**src/rtl/dmd_pkg.sv**
```systemverilog
package dmd_pkg;
  localparam int SWAL_W_DEF = 4;
  localparam int MAIN_W_DEF = 12;
  localparam int DIR_W_DEF  = 12;

  typedef enum logic [1:0] {
    PATH_DIRECT  = 2'd0,
    PATH_AM_SWAL = 2'd1,
    PATH_FM_SWAL = 2'd2
  } path_e;
endpackage

```
**src/rtl/dmd_modcalc.sv**
```systemverilog
// Turns the programmed value into counter reload values for both structures.
module dmd_modcalc #(
  parameter int SWAL_W = 4,
  parameter int MAIN_W = 12,
  parameter int DIR_W  = 12,
  localparam int MOD_W = SWAL_W + MAIN_W
) (
  input  logic [MOD_W-1:0]  mod_i,
  output logic [MAIN_W-1:0] main_ld_o,
  output logic [SWAL_W-1:0] swal_ld_o,
  output logic [DIR_W-1:0]  dir_ld_o
);
  localparam logic [MOD_W:0] SW_MIN  = (MOD_W+1)'(1) << (2*SWAL_W);
  localparam logic [MOD_W:0] SW_TOP  = (MOD_W+1)'(1) << MOD_W;
  localparam logic [DIR_W:0] DIR_MIN = (DIR_W+1)'(4);
  localparam logic [DIR_W:0] DIR_TOP = (DIR_W+1)'(1) << DIR_W;

  logic [MOD_W:0] sw_n, p_m1;
  logic [DIR_W:0] d_n, d_m1;
  logic [DIR_W-1:0] d_raw;

  assign d_raw = mod_i[DIR_W-1:0];

  always_comb begin
    if (mod_i == '0)                sw_n = SW_TOP;
    else if ({1'b0, mod_i} < SW_MIN) sw_n = SW_MIN;
    else                            sw_n = {1'b0, mod_i};
    p_m1 = (sw_n >> SWAL_W) - (MOD_W+1)'(1);
  end

  always_comb begin
    if (d_raw == '0)                 d_n = DIR_TOP;
    else if ({1'b0, d_raw} < DIR_MIN) d_n = DIR_MIN;
    else                             d_n = {1'b0, d_raw};
    d_m1 = d_n - (DIR_W+1)'(1);
  end

  assign main_ld_o = p_m1[MAIN_W-1:0];
  assign swal_ld_o = sw_n[SWAL_W-1:0];
  assign dir_ld_o  = d_m1[DIR_W-1:0];
endmodule

```
**src/rtl/dmd_prescale2.sv**
```systemverilog
// Fixed divide-by-2: passes every second input strobe.
module dmd_prescale2 (
  input  logic clk_i,
  input  logic rst_ni,
  input  logic clr_i,
  input  logic stb_i,
  output logic stb_o
);
  logic t_q;

  assign stb_o = stb_i && t_q && !clr_i;

  always_ff @(posedge clk_i or negedge rst_ni) begin
    if (!rst_ni)    t_q <= 1'b0;
    else if (clr_i) t_q <= 1'b0;
    else if (stb_i) t_q <= ~t_q;
  end
endmodule

```
**src/rtl/dmd_swallow.sv**
```systemverilog
// Dual-modulus (2^SW / 2^SW+1) stage with swallow and main counters.
module dmd_swallow #(
  parameter int SWAL_W = 4,
  parameter int MAIN_W = 12
) (
  input  logic              clk_i,
  input  logic              rst_ni,
  input  logic              load_i,
  input  logic              stb_i,
  input  logic [MAIN_W-1:0] main_ld_i,
  input  logic [SWAL_W-1:0] swal_ld_i,
  output logic              done_o
);
  localparam int PW = SWAL_W + 1;
  localparam logic [PW-1:0] LAST_LO = PW'((1 << SWAL_W) - 1);
  localparam logic [PW-1:0] LAST_HI = PW'(1 << SWAL_W);

  logic [PW-1:0]     pre_q;
  logic [SWAL_W-1:0] swal_q;
  logic [MAIN_W-1:0] main_q;
  logic              tick, main_end;
  logic [PW-1:0]     pre_last;

  // extra count per prescaler cycle while swallow count remains
  assign pre_last = (swal_q != '0) ? LAST_HI : LAST_LO;
  assign tick     = stb_i && (pre_q == pre_last);
  assign main_end = (main_q == '0);
  assign done_o   = tick && main_end && !load_i;

  always_ff @(posedge clk_i or negedge rst_ni) begin
    if (!rst_ni) begin
      pre_q  <= '0;
      swal_q <= '0;
      main_q <= '0;
    end else if (load_i) begin
      pre_q  <= '0;
      swal_q <= swal_ld_i;
      main_q <= main_ld_i;
    end else if (stb_i) begin
      if (tick) begin
        pre_q <= '0;
        if (main_end) begin
          main_q <= main_ld_i;
          swal_q <= swal_ld_i;
        end else begin
          main_q <= main_q - 1'b1;
          if (swal_q != '0) swal_q <= swal_q - 1'b1;
        end
      end else begin
        pre_q <= pre_q + 1'b1;
      end
    end
  end
endmodule

```
**src/rtl/dmd_direct.sv**
```systemverilog
// Plain programmable down-counter.
module dmd_direct #(
  parameter int W = 12
) (
  input  logic         clk_i,
  input  logic         rst_ni,
  input  logic         load_i,
  input  logic         stb_i,
  input  logic [W-1:0] ld_i,
  output logic         done_o
);
  logic [W-1:0] cnt_q;
  logic         last;

  assign last   = (cnt_q == '0);
  assign done_o = stb_i && last && !load_i;

  always_ff @(posedge clk_i or negedge rst_ni) begin
    if (!rst_ni)     cnt_q <= '0;
    else if (load_i) cnt_q <= ld_i;
    else if (stb_i)  cnt_q <= last ? ld_i : cnt_q - 1'b1;
  end
endmodule

```
**src/rtl/dual_mode_divider.sv**
```systemverilog
module dual_mode_divider
  import dmd_pkg::*;
#(
  parameter int SWAL_W = SWAL_W_DEF,
  parameter int MAIN_W = MAIN_W_DEF,
  parameter int DIR_W  = DIR_W_DEF
) (
  input  logic                     clk_i,
  input  logic                     rst_ni,
  input  logic                     am_lo_i,
  input  logic                     fm_lo_i,
  input  logic                     band_i,
  input  logic                     swallow_i,
  input  logic [SWAL_W+MAIN_W-1:0] mod_i,
  output logic                     pulse_o
);
  localparam int MOD_W = SWAL_W + MAIN_W;

  path_e path_d, path_q;
  logic  init_q, restart;
  logic  fm_half, swal_stb, dir_stb;
  logic  swal_done, dir_done;
  logic [MAIN_W-1:0] main_ld;
  logic [SWAL_W-1:0] swal_ld;
  logic [DIR_W-1:0]  dir_ld;

  always_comb begin
    if (band_i)         path_d = PATH_FM_SWAL;
    else if (swallow_i) path_d = PATH_AM_SWAL;
    else                path_d = PATH_DIRECT;
  end

  assign restart = init_q || (path_d != path_q);

  always_ff @(posedge clk_i or negedge rst_ni) begin
    if (!rst_ni) begin
      init_q <= 1'b1;
      path_q <= PATH_DIRECT;
    end else begin
      init_q <= 1'b0;
      path_q <= path_d;
    end
  end

  dmd_modcalc #(.SWAL_W(SWAL_W), .MAIN_W(MAIN_W), .DIR_W(DIR_W)) u_modcalc (
    .mod_i     (mod_i[MOD_W-1:0]),
    .main_ld_o (main_ld),
    .swal_ld_o (swal_ld),
    .dir_ld_o  (dir_ld)
  );

  dmd_prescale2 u_pre2 (
    .clk_i  (clk_i),
    .rst_ni (rst_ni),
    .clr_i  (restart),
    .stb_i  (fm_lo_i && band_i),
    .stb_o  (fm_half)
  );

  always_comb begin
    swal_stb = 1'b0;
    dir_stb  = 1'b0;
    if (!restart) begin
      unique case (path_d)
        PATH_FM_SWAL: swal_stb = fm_half;
        PATH_AM_SWAL: swal_stb = am_lo_i;
        default:      dir_stb  = am_lo_i;
      endcase
    end
  end

  dmd_swallow #(.SWAL_W(SWAL_W), .MAIN_W(MAIN_W)) u_swallow (
    .clk_i     (clk_i),
    .rst_ni    (rst_ni),
    .load_i    (restart),
    .stb_i     (swal_stb),
    .main_ld_i (main_ld),
    .swal_ld_i (swal_ld),
    .done_o    (swal_done)
  );

  dmd_direct #(.W(DIR_W)) u_direct (
    .clk_i  (clk_i),
    .rst_ni (rst_ni),
    .load_i (restart),
    .stb_i  (dir_stb),
    .ld_i   (dir_ld),
    .done_o (dir_done)
  );

  always_ff @(posedge clk_i or negedge rst_ni) begin
    if (!rst_ni) pulse_o <= 1'b0;
    else         pulse_o <= swal_done || dir_done;
  end
endmodule

```
**config.mk**
```make
export PLATFORM = sky130hd
export DESIGN_NAME = dual_mode_divider
export DESIGN_NICKNAME = d
export VERILOG_FILES = /design/src/rtl/dmd_pkg.sv /design/src/rtl/dmd_modcalc.sv /design/src/rtl/dmd_prescale2.sv /design/src/rtl/dmd_swallow.sv /design/src/rtl/dmd_direct.sv /design/src/rtl/dual_mode_divider.sv
export SDC_FILE = /design/constraint.sdc
export NUM_CORES = 1
export LEC_CHECK = 0
export BUFFER_PORTS_ARGS = -buffer_cell sky130_fd_sc_hd__buf_4
export CAP_MARGIN = 20
export CORE_ASPECT_RATIO = 1.5
export CORE_MARGIN = 2
export CORE_UTILIZATION = 30
export DETAILED_ROUTE_END_ITERATION = 12
export PLACE_DENSITY = 0.58
export SYNTH_ARGS = -nofsm -noshare
export SYNTH_HDL_FRONTEND = slang
export SYNTH_SLANG_ARGS = --single-unit
```
**constraint.sdc**
```tcl
create_clock -name clk_i -period 2.47 [get_ports clk_i]
set_input_delay 0.1235 -clock clk_i [delete_from_list [all_inputs] [get_ports clk_i]]
set_output_delay 0.1235 -clock clk_i [all_outputs]
set_load 0.03 [all_outputs]
```
==> flow_metrics.tcl <==
set metrics [dict create \
    outcome "finished, final reports clean" \
    holdCritPathClass "in -> reg" \
    place.detailed.hpwl_um 7050 \
    ys_warn_count 0 \
    worst_hold_path.endpoint "path_q[0]" \
    core_sq_um 9580 \
    power_frac_seq_pct 37.6 \
    max-cap-violations 0 \
    arrival_ns 2.52 \
    drv_slew 0 \
    drt_drc_violations_left 0 \
    hold_path_stages 2 \
    ioPinCount 23 \
    cts_sinks 38 \
    die_extent_in_x_um 84.7 \
    power_frac_comb_pct 25.6 \
    wire_per_inst_um 16.8 \
    synth_area_leaders "sky130_fd_sc_hd__dfrtp_1 32%, sky130_fd_sc_hd__nor2_1 4.7%, sky130_fd_sc_hd__nor3_1 4.1%" \
    post_drt_via_cell_ratio 5.89 \
    synth.cell_area_sq_um 2930 \
    yosysSeqAreaShare_pct 32.5 \
    hold_start "swallow_i" \
    worst-r2r-cell-count 7 \
    critPathLaunchType "primary input" \
    clock_power_share_pct 36.8 \
    drive_gt1_share_pct 25.4 \
    clock_tree.htree_level_count 2 \
    regArea_sq_um 952 \
    clkLatencyLatePin_ns 0.28 \
    vdd_drop_max_uv 267 \
    detail_route.first_pass.iterations 4 \
    crit-reg2reg-capture "u_swallow.main_q[5]" \
    total_switching_power_mw 0.605 \
    worst-setup-path-type "in -> reg" \
    detail-route-antenna-nets 0 \
    synth.lib_cells_used.distinct 68 \
    antenna_cells_inserted 0 \
    power.switching_fraction_pct 29.5 \
    num-fill-cells 981 \
    worstSetupEndpointType "register" \
    worst_pin_slew_ns 0.550 \
    initial_utilization_pct 30.6 \
    max-clock-path-buffers 2 \
    std_cell_rows 44 \
    drt_iter0_markers 173 \
    nets 446 \
    cts.reportedPaths.clkPinSlew_ns 0.06 \
    placedCellCount 522 \
    number_of_antenna_violations_at_the_first_check_in_global_routing 0 \
    gate_count_after_technology_mapping 353 \
    die_area_sq_um 10600 \
    cts_inserted_buffers 5 \
    post_route_clock_period_utilization_pct 96.2 \
    cell_internal_power_dissipation_mw 1.45 \
    setup-tns-final_ns 0 \
    ys_ff_latch 38 \
    multiInputGateArea_sq_um 1950 \
    clk_root_buffer_cell "sky130_fd_sc_hd__clkbuf_16" \
    first_global_vias 3161 \
    yosys.area.top_type_share_pct 31.6 \
    slew_hr_pct 62.8 \
    finalWeightedCongestion 0.891 \
    pin_count_of_the_biggest_net_entering_global_routing 39 \
    area_delta_synth_final_pct 31.1 \
    rsz0062_at_grt "yes" \
    synth.net_count 382 \
    layout.cells.non_filler 533 \
    synth_enable_flop_cells 0 \
    timing.final.crit_period_ns 2.38 \
    die_h_um 125 \
    timing_hold_violations_final 0 \
    final_layout_worst_hold_slack_ns 0.100 \
    placement.io_buffers 22 \
    cts_tree "yes" \
    timing.clock.skew_ns 0.00721 \
    async_reset_ff_share_pct 100 \
    crit-reg2reg-launch "u_swallow.swal_q[0]" \
    finalSetupViolations 0 \
    setup.reg_to_reg.worst_slack_ns 0.10 \
    fmaxAchievable_mhz 421 \
    total_gr_overflow 0 \
    worst-path-max-fanout 4 \
    num_vias 3140 \
    average_footprint_of_a_synthesized_cell_sq_um 8.30 \
    routed_wl_um 8960 \
    grt_first_pass_wirelength_um 15200 \
    synth.largest_area_cell "sky130_fd_sc_hd__dfrtp_1" \
    crit_required_ns 2.61 \
    grt.total_usage_pct 17.6 \
    power.static_leakage_nw 1.58 \
    postSynth.topFlopCell "sky130_fd_sc_hd__dfrtp_1" \
    power.density_nw_per_um2 533 \
]
-- worst max path at each step --
stage                                  from                   end  slack [ns]  depth (start not counted)
after global placement            mod_i[15]  u_swallow.main_q[10]       -0.22                         11
after detailed placement          mod_i[15]  u_swallow.main_q[10]       -0.26                         11
after global routing              mod_i[11]  u_swallow.main_q[10]       -0.01                         10
after floorplan                   mod_i[10]  u_swallow.main_q[10]       -0.22                         10
after CTS                 u_direct.cnt_q[6]     u_direct.cnt_q[5]        0.01                          6
final                             mod_i[11]  u_swallow.main_q[10]        0.09                         10
-- synth_stat cells (all sizes together) (3+ instances only) --
cell and n:
nand2b 4, or4 9, nor4 14, inv 10, xnor2 9, nand3b 3
nand3 15, buf 4, mux2 4, or3 5, nor3 24, nand2 24
o21a 5, a221o 3, ha 7, dfrtp 37, a221oi 3, a21o 3
a211oi 7, o211ai 6, a21oi 19, o311ai 3, mux2i 5, o21ai 19
clkbuf 14, and3 3, nand4 5, xor2 3, nor4b 4, a22o 6
nor2 37
-- metal layers --
layer	global-route usage (%)	up-vias	wire length, um
met5	0	-	0
met4	9.06	0	352
met3	1.85	25	217
met2	33.3	72	4990
met1	18.6	1548	3400
li1	-	1495	-
-- placed cells by master (no fill, tap or decap), types with 4 or more instances in the layout --
cell type / instances
sky130_fd_sc_hd__nand2_1: 20
sky130_fd_sc_hd__mux2i_1: 5
sky130_fd_sc_hd__a21oi_1: 18
sky130_fd_sc_hd__nand4_1: 5
sky130_fd_sc_hd__o21ai_0: 17
sky130_fd_sc_hd__nor4_1: 10
sky130_fd_sc_hd__clkbuf_16: 5
sky130_fd_sc_hd__or4_1: 7
sky130_fd_sc_hd__or3_1: 5
sky130_fd_sc_hd__dfrtp_1: 37
sky130_fd_sc_hd__xnor2_1: 9
sky130_fd_sc_hd__a211oi_1: 7
sky130_fd_sc_hd__o21a_1: 5
sky130_fd_sc_hd__inv_1: 10
sky130_fd_sc_hd__nor2_1: 37
sky130_fd_sc_hd__nor3_1: 23
sky130_fd_sc_hd__buf_4: 69
sky130_fd_sc_hd__a22o_1: 6
sky130_fd_sc_hd__nand2b_1: 4
sky130_fd_sc_hd__ha_1: 6
sky130_fd_sc_hd__nand3_1: 15
sky130_fd_sc_hd__o211ai_1: 6
sky130_fd_sc_hd__buf_6: 4
-- stage by stage --
stage                     worst slack [ns]  power (mW)  utilization, %  instance area, sq um
after global routing               -0.0119        2.16            40.1                  3840
after floorplan                     -0.224        1.06               -                  2980
after global placement              -0.220        1.28            37.4                  3580
after CTS                           0.0106        2.06            39.6                  3790
final                               0.0934        2.05            40.1                  3840
after detailed placement            -0.265        1.29            37.4                  3580
-- power by group through the flow --
stage	combinational (mW)	clock [mW]	sequential (mW)
floorplan	0.293	0	0.771
global placement	0.505	0	0.777
detailed placement	0.513	0	0.779
CTS	0.518	0.775	0.768
global route	0.583	0.796	0.783
finish	0.525	0.755	0.771
-- area by class of cell --
class,instances,area share [%]
Tap cell,115,3.74
Inverter,10,0.977
Clock buffer,7,3.71
Sequential cell,38,24.8
Clock inverter,1,0.781
Multi-Input combinational cell,287,50.8
Timing Repair Buffer,75,15.2
-- flip-flops by register name, indices dropped and copies added, names as in the netlist --
signal            flops
init_q                1
path_q                2
pulse_o               1
u_direct.cnt_q       12
u_pre2.t_q            1
u_swallow.main_q     12
u_swallow.pre_q       5
u_swallow.swal_q      4
-- cell families after synthesis --
logic type / synth area share (%)
other: 0.128
AND/OR/NAND/NOR: 29.2
AO/OA/AOI/OAI: 24.3
flip-flops: 32.5
adder cells (fa/ha/maj): 2.99
multiplexers: 3.37
XOR/XNOR: 3.59
buffers and inverters: 3.93
-- repair_timing --
| item | 4_1_cts | 5_1_grt |
|---|---|---|
| cloned | 0 | 0 |
| pin swaps | 0 | 1 |
| endpoints found under the setup margin | 2 | 11 |
| gates resized for setup | 2 | 14 |
| hold buffers | 2 | 0 |
| buffers inserted | 0 | 0 |
| endpoints found under the hold margin | 38 | 0 |
-- critical path: stages --
cell and delay [ns]:
sky130_fd_sc_hd__buf_6 0.10, sky130_fd_sc_hd__nor4_4 0.31, sky130_fd_sc_hd__nand2_2 0.15, sky130_fd_sc_hd__nand2_2 0.11, sky130_fd_sc_hd__ha_4 0.12, sky130_fd_sc_hd__or4b_4 0.45
sky130_fd_sc_hd__or4_4 0.43, sky130_fd_sc_hd__o41a_1 0.34, sky130_fd_sc_hd__o311ai_1 0.24, sky130_fd_sc_hd__o211ai_1 0.14
Power figures use the tool's default switching activity.
